`src/rtl/tbc_pkg.sv`:
```
package tbc_pkg;

  localparam int unsigned MODE_W = 7;

  // upper four code bits shared by every valid code
  localparam logic [3:0] MODE_FAMILY = 4'b1010;

  typedef struct packed {
    logic valid;
    logic updown;
    logic both_ev;
    logic ext_clk;
  } mode_dec_t;

endpackage

```
`src/rtl/tbc_mode_dec.sv`:
```
module tbc_mode_dec
  import tbc_pkg::*;
(
  input  logic [MODE_W-1:0] mode_i,
  output mode_dec_t         dec_o
);

  logic family;
  logic saw_ok;
  logic tri_ok;

  always_comb begin
    family = (mode_i[6:3] == MODE_FAMILY);
    saw_ok = family && (mode_i[2:1] == 2'b00);
    tri_ok = family && mode_i[2];
    dec_o.valid   = saw_ok || tri_ok;
    dec_o.updown  = tri_ok;
    dec_o.both_ev = tri_ok && mode_i[1];
    dec_o.ext_clk = mode_i[0];
  end

endmodule

```
`src/rtl/tbc_edge_sync.sv`:
```
module tbc_edge_sync #(
  parameter int unsigned STAGES = 2
) (
  input  logic clk_i,
  input  logic rst_ni,
  input  logic pin_i,
  input  logic sel_ext_i,
  input  logic both_i,
  input  logic rise_i,
  output logic tick_o
);

  logic [STAGES-1:0] sh_q;
  logic [STAGES-1:0] sh_d;
  logic              prev_q;
  logic              prev_d;
  logic              synced;
  logic              rise_ev;
  logic              fall_ev;
  logic              pin_ev;

  always_comb begin
    sh_d   = {sh_q[STAGES-2:0], pin_i};
    synced = sh_q[STAGES-1];
    prev_d = synced;
  end

  always_ff @(posedge clk_i or negedge rst_ni) begin
    if (!rst_ni) begin
      sh_q   <= '0;
      prev_q <= 1'b0;
    end else begin
      sh_q   <= sh_d;
      prev_q <= prev_d;
    end
  end

  always_comb begin
    rise_ev = synced && !prev_q;
    fall_ev = !synced && prev_q;
    if (both_i) begin
      pin_ev = rise_ev || fall_ev;
    end else if (rise_i) begin
      pin_ev = rise_ev;
    end else begin
      pin_ev = fall_ev;
    end
    tick_o = sel_ext_i ? pin_ev : 1'b1;
  end

endmodule

```
`src/rtl/tbc_modulus_buf.sv`:
```
module tbc_modulus_buf #(
  parameter int unsigned CW = 16
) (
  input  logic          clk_i,
  input  logic          rst_ni,
  input  logic          wr_i,
  input  logic [CW-1:0] wdata_i,
  input  logic          load_i,
  output logic [CW-1:0] act_o
);

  logic [CW-1:0] stage_q, stage_d;
  logic [CW-1:0] act_q, act_d;
  logic          stage_en;
  logic          act_en;

  always_comb begin
    stage_en = wr_i;
    act_en   = load_i;
    stage_d  = (wdata_i == '0) ? CW'(1) : wdata_i;
    act_d    = stage_q;
  end

  always_ff @(posedge clk_i or negedge rst_ni) begin
    if (!rst_ni) begin
      stage_q <= CW'(1);
      act_q   <= CW'(1);
    end else begin
      if (stage_en) stage_q <= stage_d;
      if (act_en)   act_q   <= act_d;
    end
  end

  assign act_o = act_q;

endmodule

```
`src/rtl/tbc_count_core.sv`:
```
module tbc_count_core #(
  parameter int unsigned CW = 16
) (
  input  logic          clk_i,
  input  logic          rst_ni,
  input  logic          step_i,
  input  logic          updown_i,
  input  logic          both_ev_i,
  input  logic          flag_clr_i,
  input  logic [CW-1:0] mod_i,
  output logic          load_o,
  output logic [CW-1:0] cnt_o,
  output logic          dir_down_o,
  output logic          flag_o
);

  logic [CW-1:0] cnt_q, cnt_d;
  logic          dir_q, dir_d;
  logic          flag_q, flag_d;
  logic          at_top, at_one, mod_gt1;
  logic          top_ev, one_ev, set_ev;

  always_comb begin
    at_top  = (cnt_q >= mod_i);
    at_one  = (cnt_q == CW'(1));
    mod_gt1 = (mod_i > CW'(1));
    cnt_d   = cnt_q;
    dir_d   = dir_q;
    if (step_i) begin
      if (!updown_i) begin
        dir_d = 1'b0;
        cnt_d = at_top ? CW'(1) : cnt_q + CW'(1);
      end else if (dir_q) begin
        if (at_one) begin
          dir_d = 1'b0;
          cnt_d = mod_gt1 ? CW'(2) : CW'(1);
        end else begin
          cnt_d = cnt_q - CW'(1);
        end
      end else if (at_top) begin
        dir_d = mod_gt1;
        cnt_d = mod_gt1 ? cnt_q - CW'(1) : CW'(1);
      end else begin
        cnt_d = cnt_q + CW'(1);
      end
    end
    load_o = step_i && (cnt_d == CW'(1));
  end

  always_comb begin
    top_ev = step_i && at_top;
    one_ev = step_i && at_one;
    if (updown_i) begin
      set_ev = one_ev || (both_ev_i && top_ev);
    end else begin
      set_ev = top_ev;
    end
    if (set_ev) begin
      flag_d = 1'b1;
    end else if (flag_clr_i) begin
      flag_d = 1'b0;
    end else begin
      flag_d = flag_q;
    end
  end

  always_ff @(posedge clk_i or negedge rst_ni) begin
    if (!rst_ni) begin
      cnt_q  <= CW'(1);
      dir_q  <= 1'b0;
      flag_q <= 1'b0;
    end else begin
      if (step_i) begin
        cnt_q <= cnt_d;
        dir_q <= dir_d;
      end
      flag_q <= flag_d;
    end
  end

  assign cnt_o      = cnt_q;
  assign dir_down_o = dir_q;
  assign flag_o     = flag_q;

endmodule

```
`src/rtl/tbc_chan.sv`:
```
module tbc_chan
  import tbc_pkg::*;
#(
  parameter int unsigned CW          = 16,
  parameter int unsigned SYNC_STAGES = 2
) (
  input  logic              clk_i,
  input  logic              rst_ni,
  input  logic [MODE_W-1:0] mode_i,
  input  logic              edge_both_i,
  input  logic              edge_rise_i,
  input  logic              ext_pin_i,
  input  logic              mod_wr_i,
  input  logic [CW-1:0]     mod_wdata_i,
  input  logic              flag_clr_i,
  output logic [CW-1:0]     cnt_o,
  output logic              dir_down_o,
  output logic              flag_o,
  output logic [CW-1:0]     mod_act_o
);

  mode_dec_t     dec;
  logic          tick;
  logic          step;
  logic          load;
  logic [CW-1:0] mod_act;

  tbc_mode_dec u_dec (
    .mode_i (mode_i),
    .dec_o  (dec)
  );

  tbc_edge_sync #(.STAGES(SYNC_STAGES)) u_sync (
    .clk_i     (clk_i),
    .rst_ni    (rst_ni),
    .pin_i     (ext_pin_i),
    .sel_ext_i (dec.ext_clk),
    .both_i    (edge_both_i),
    .rise_i    (edge_rise_i),
    .tick_o    (tick)
  );

  assign step = tick && dec.valid;

  tbc_modulus_buf #(.CW(CW)) u_mod (
    .clk_i   (clk_i),
    .rst_ni  (rst_ni),
    .wr_i    (mod_wr_i),
    .wdata_i (mod_wdata_i),
    .load_i  (load),
    .act_o   (mod_act)
  );

  tbc_count_core #(.CW(CW)) u_core (
    .clk_i      (clk_i),
    .rst_ni     (rst_ni),
    .step_i     (step),
    .updown_i   (dec.updown),
    .both_ev_i  (dec.both_ev),
    .flag_clr_i (flag_clr_i),
    .mod_i      (mod_act),
    .load_o     (load),
    .cnt_o      (cnt_o),
    .dir_down_o (dir_down_o),
    .flag_o     (flag_o)
  );

  assign mod_act_o = mod_act;

endmodule

```
`config.mk`:
```
export PLATFORM = sky130hd
export DESIGN_NAME = tbc_chan
export DESIGN_NICKNAME = d
export VERILOG_FILES = /design/src/rtl/tbc_pkg.sv /design/src/rtl/tbc_mode_dec.sv /design/src/rtl/tbc_edge_sync.sv /design/src/rtl/tbc_modulus_buf.sv /design/src/rtl/tbc_count_core.sv /design/src/rtl/tbc_chan.sv
export SDC_FILE = /design/constraint.sdc
export NUM_CORES = 1
export LEC_CHECK = 0
export BUFFER_PORTS_ARGS = -buffer_cell sky130_fd_sc_hd__buf_2
export CORE_MARGIN = 8
export CORE_UTILIZATION = 57
export DETAILED_ROUTE_END_ITERATION = 12
export HOLD_SLACK_MARGIN = 0.1
export PLACE_DENSITY = 0.91
export SLEW_MARGIN = 20
export SYNTH_ARGS = -nofsm -noshare
export SYNTH_HDL_FRONTEND = slang
export SYNTH_HIERARCHICAL = 1
export SYNTH_SLANG_ARGS = --single-unit
```
`constraint.sdc`:
```
create_clock -name clk_i -period 4.55 [get_ports clk_i]
set_input_delay 0.455 -clock clk_i [delete_from_list [all_inputs] [get_ports clk_i]]
set_output_delay 0.455 -clock clk_i [all_outputs]
set_load 0.05 [all_outputs]
```
# Word-level counts from Yosys, hierarchy flattened
# Index checks and enable logic that the tools add are counted.
# op_classes
n_addsub,2
n_lt_le_gt_ge,2
eq_ne,3
mux,19
reduce_logical,18
# ops
cell,n
two-way mux 16 bit,8
"equality test 16 x 1 -> 1 bit, second input constant",2
"adder 16 x 1 -> 16 bit, second input constant",1
greater-or-equal comparator 16 bit,1
"greater-than comparator 16 x 1 -> 1 bit, second input constant",1
zero test 16 bit,1
"subtractor 16 x 1 -> 16 bit, second input constant",1
logical AND 1 bit,10
two-way mux 1 bit,10
"equality test 4 bit, second input constant",1
logical OR 1 bit,3
zero test 1 bit,2
zero test 2 bit,1
two-way mux 2 bit,1
nonzero test 2 bit,1
# totals
register_bits,53
inputBits,30

# Longest topological paths before layout
# depth
word_depth,11
ltp_mapped,15
depth_no_buf,13

# Hierarchy
# The synthesis kept the hierarchy.
# by_module_without_submodules
module,n_inst,cells_per_inst,area_each_um2,seq_area_each_um2
tbc_count_core,1,317,2327.2,451.7
tbc_modulus_buf,1,75,1335.0,803.3
tbc_edge_sync,1,11,133.9,75.1
tbc_mode_dec,1,7,55.1,0.0
tbc_chan,1,1,6.3,0.0

# Worst setup path after synthesis
# OpenSTA, ideal clock, no wires.
# synth_path
path_kind,flip-flop to flip-flop
startpoint,"register u_core.cnt_q[0], in the netlist u_core/cnt_o[0]"
endpoint,"register u_mod.act_q[10], in the netlist u_mod/act_o[10]"
arrival_time_ps,3914
required_ps,4425
slack_ps,511
path_stages_with_launch,15
path_buffers,3
cell_sequence,dfstp_2 > inv_1 > ha_1 > nand2b_1 > a2111oi_0 > nor4_1 > nor3_1 > clkbuf_1 > nor3_1 > a211oi_1 > nor4b_1 > and4_1 > buf_6 > buf_6 > mux2_4
# synth_via
elab_chain_len,8
elab_cells_between_ends,13
# synth_rtl
element,line,source
from (decl),tbc_count_core.sv:17,"logic [CW-1:0] cnt_q, cnt_d;"
from (signal assigned),tbc_count_core.sv:74,cnt_q <= cnt_d;
subtractor 16 x 1 -> 16 bit,"tbc_count_core.sv:38, tbc_count_core.sv:42",
two-way mux 16 bit,tbc_count_core.sv:42,cnt_d = mod_gt1 ? cnt_q - CW'(1) : CW'(1);
two-way mux 16 bit,tbc_count_core.sv:40,end else if (at_top) begin
two-way mux 16 bit,tbc_count_core.sv:33,end else if (dir_q) begin
two-way mux 16 bit,tbc_count_core.sv:30,if (!updown_i) begin
two-way mux 16 bit (*),tbc_count_core.sv:29,if (step_i) begin
equality test 16 x 1 -> 1 bit (*),tbc_count_core.sv:47,load_o = step_i && (cnt_d == CW'(1));
logical AND 1 bit (*),tbc_count_core.sv:47,
named net load,tbc_chan.sv:25,logic load;
to (signal assigned),tbc_modulus_buf.sv:30,if (act_en) act_q <= act_d;
to (decl),tbc_modulus_buf.sv:13,"logic [CW-1:0] act_q, act_d;"
# The timed path passes the listed nets; every way through them passes the cells marked *.
# A chain may end at the register's enable or synchronous reset.

# Worst setup path in the final report
# layout_path
startpoint,"register u_core.cnt_q[13], in the netlist u_core/cnt_o[13]"
endpoint,"register u_mod.act_q[8], in the netlist u_mod/act_o[8]"
# Same word-level chain as after synthesis.

==> impl_metrics.csv <==
group,metric,value,unit
finish,syn2layout_area_growth,11.9,%
placed_design,placed_area,4220,µm²
yosys,synth_ff_type,"dfrtp_1",
floorplan,io_pins,64,
floorplan,core,6680,µm²
drt,wirelength,11.1,mm
status,status,"finished, final reports clean",
finish,most-common-layout-cells,"63 x buf_2, 50 x dfrtp_1, 33 x nand2_1",
drt,first_pass_iters,7,
finish,drive_gt1_share,29.8,%
power_and_ir_drop,total_leakage_power,1.96,nW
floorplan,die_h,98.3,µm
cts,path_clk_slew,0.10,ns
yosys,netlist_instances,411,
yosys,ys_ff_latch,53,
timing,tns,0,ns
drt,vias,3639,
worst_setup_path,crit_type,"reg2reg",
finish,design_area,4320,µm²
yosys,ys_types,71,
cts,cts_made_buffers,5,
global_route,groute.usage.overall,22.9,%
cts,clockBufferDepth,2,
worst_hold_path,holdPathStages,1,
placed_design,hpwl,8.41,mm
flow_run,max_cap_violations,0,
yosys,synth-edff-count,0,
drt,drt_iter0_markers,425,
worst_setup_path,critPathLaunchType,"register",
worst_setup_path,crit_fanout,16,
timing,period_needed,4.28,ns
worst_hold_path,hold_class,"in2reg",
timing,hold_viol_final,0,
worst_setup_path,crit_required,4.76,ns
floorplan,start_util,57.7,%
cts,cts_hold_buf,0,
cts,clock_sink_count,53,
timing,setup_viol,0,
timing,timing.final.crit_share,94.1,%
timing,maxSlewHeadroom,45.5,%
yosys,netlist_area,3860,µm²
floorplan,fp.dieW,98.3,µm
drt,antenna_left,0,
yosys,synth_nets,462,
yosys,ys_seq_area_share,34.5,%
finish,antennaDiodeCount,0,
global_route,grt-ovfl-total,0,
global_route,antenna_found_initial,0,
cts,root_buffer,"clkbuf_8",
global_route,grt_max_degree,54,
worst_setup_path,crit_path_end_kind,"register",
timing,max_freq,233,MHz
finish,layout_commonest_cell,"buf_2",
placed_design,gp_congestion,1.02,
power_and_ir_drop,peakVddDrop,0.268,mV
yosys,ys.warnings.count,6,
floorplan,dieArea,9660,µm²
placed_design,numPortBuffers,63,
finish,final_nets,520,
cts,cts_tree,"yes",
timing,clock_skew,0.00269,ns
power_and_ir_drop,p_per_area,422,nW/µm²
cts,clkLatencyLatePin,0.31,ns
drt,wire_per_inst,20.2,µm
drt,drc,0,
yosys,async_flop_share,100,%
timing,rsz0062_at_grt,"no",
cts,h-tree-depth,2,
timing,drv_slew,0,
worst_setup_path,reg2reg_depth,12,
worst_setup_path,critical_path_arrival,4.49,ns
global_route,grt_pass1_wl,18.1,mm
timing,worstMarginPinSlew,0.817,ns
yosys,syn_avg_cell_area,9.39,µm²
global_route,grt_pass1_vias,3722,
drt,vias_per_cell,6.62,
floorplan,rows,30,
## cell type report
| class | instances | area [µm²] |
|---|---|---|
| multi-input cells | 304 | 2260 |
| inverters | 28 | 105 |
| well taps | 80 | 100 |
| clock inverters | 2 | 17.5 |
| flip-flops and latches | 53 | 1330 |
| clock buffers | 6 | 82.6 |
| repair buffers | 77 | 420 |
| fillers | 544 | 2360 |
## synth_stat cells (4+ instances only)
cell,count,share of area (%)
a211oi_1,4,0.78
a21o_1,5,0.97
a21oi_1,13,1.7
a31oi_1,4,0.65
and2_1,5,0.81
and3_1,4,0.65
buf_6,6,1.8
clkbuf_1,16,1.6
dfrtp_1,50,32
ha_1,21,6.8
inv_1,28,2.7
mux2_2,13,3.8
mux2_4,18,7.0
nand2_1,33,3.2
nand3_1,19,2.5
nand4_1,6,0.97
nor2_1,25,2.4
nor3_1,14,1.8
nor4_1,10,1.6
nor4_2,4,1.3
nor4b_1,4,0.91
o211ai_1,6,1.2
o21a_1,6,1.2
o21ai_0,17,2.2
or3_1,5,0.81
xnor2_1,6,1.4
## routing by layer
metal	track usage, %	routed length (µm)	vias up
met5	0	0	-
met3	5.33	1020	46
li1	-	-	1625
met2	38.4	5360	227
met1	27.5	4310	1741
met4	9.68	420	0
## per-stage QoR
step / hold slack (ns) / setup WS, ns / utilization, % / total power [mW] / instances
final: 0.241 / 0.267 / 64.6 / 1.82 / 550
after global placement: 0.333 / 0.480 / 63.1 / 1.47 / 542
after global routing: 0.229 / 0.0870 / 64.6 / 1.91 / 550
after floorplan: 0.159 / 0.511 / - / 1.23 / 411
after CTS: 0.238 / 0.282 / 64.6 / 1.80 / 550
after detailed placement: 0.336 / 0.298 / 63.1 / 1.51 / 542
## worst paths after layout
path,endpoint,slack [ns],startpoint
max,u_mod/act_o[8]$_DFFE_PN0P_,0.27,u_core/cnt_o[13]$_DFFE_PN0P_
min,u_sync/sh_q[0]$_DFF_PN0_,0.24,ext_pin_i
max reg2reg,u_mod/act_o[8]$_DFFE_PN0P_,0.27,u_core/cnt_o[13]$_DFFE_PN0P_
min reg2reg,u_sync/sh_q[1]$_DFF_PN0_,0.36,u_sync/sh_q[0]$_DFF_PN0_
max in group asynchronous,u_core/cnt_o[12]$_DFFE_PN0P_,3.85,rst_ni
min in group asynchronous,u_mod/act_d[3]$_DFFE_PN0P_,0.27,rst_ni
## repair_timing
| item | CTS | global route |
|---|---|---|
| setup buffers | 0 | 0 |
| gates resized for setup | 0 | 1 |
| setup endpoints to repair | 0 | 5 |
## report_power, final
part	switching (mW)	internal, mW	total, mW
clock	0.170	0.127	0.296
sequential	0.0977	0.532	0.630
combinational	0.584	0.313	0.897
## cell families after synthesis
family	after synthesis	share of synthesized area [%]
xor gates and xnor gates	9	2.04
buffers and inverters	54	6.91
AOI/OAI and AO/OA	88	16.4
DFF	53	34.5
adders and majority gates	21	6.81
muxes	33	11.3
and+or+nand+nor	153	22.1
## flip-flops by register name (all words and copies together), names as in the netlist
register and count:
u_core/cnt_o 16, u_mod/act_d 16, u_mod/act_o 16, u_sync/sh_q 2, u_core/dir_down_o 1, u_core/flag_o 1
u_sync/prev_q 1
## worst max-delay path: stages (launching register included)
cell and delay (ns):
dfrtp_1 0.50, ha_1 0.37, nand4_2 0.14, or3_4 0.40
or4_4 0.55, a311oi_4 0.74, and2_2 0.34, a211oi_1 0.09
a22oi_2 0.23, nor2_1 0.08, and4_1 0.19, buf_4 0.22
mux2_4 0.33
No activity file was read; power rests on OpenSTA's default activity.
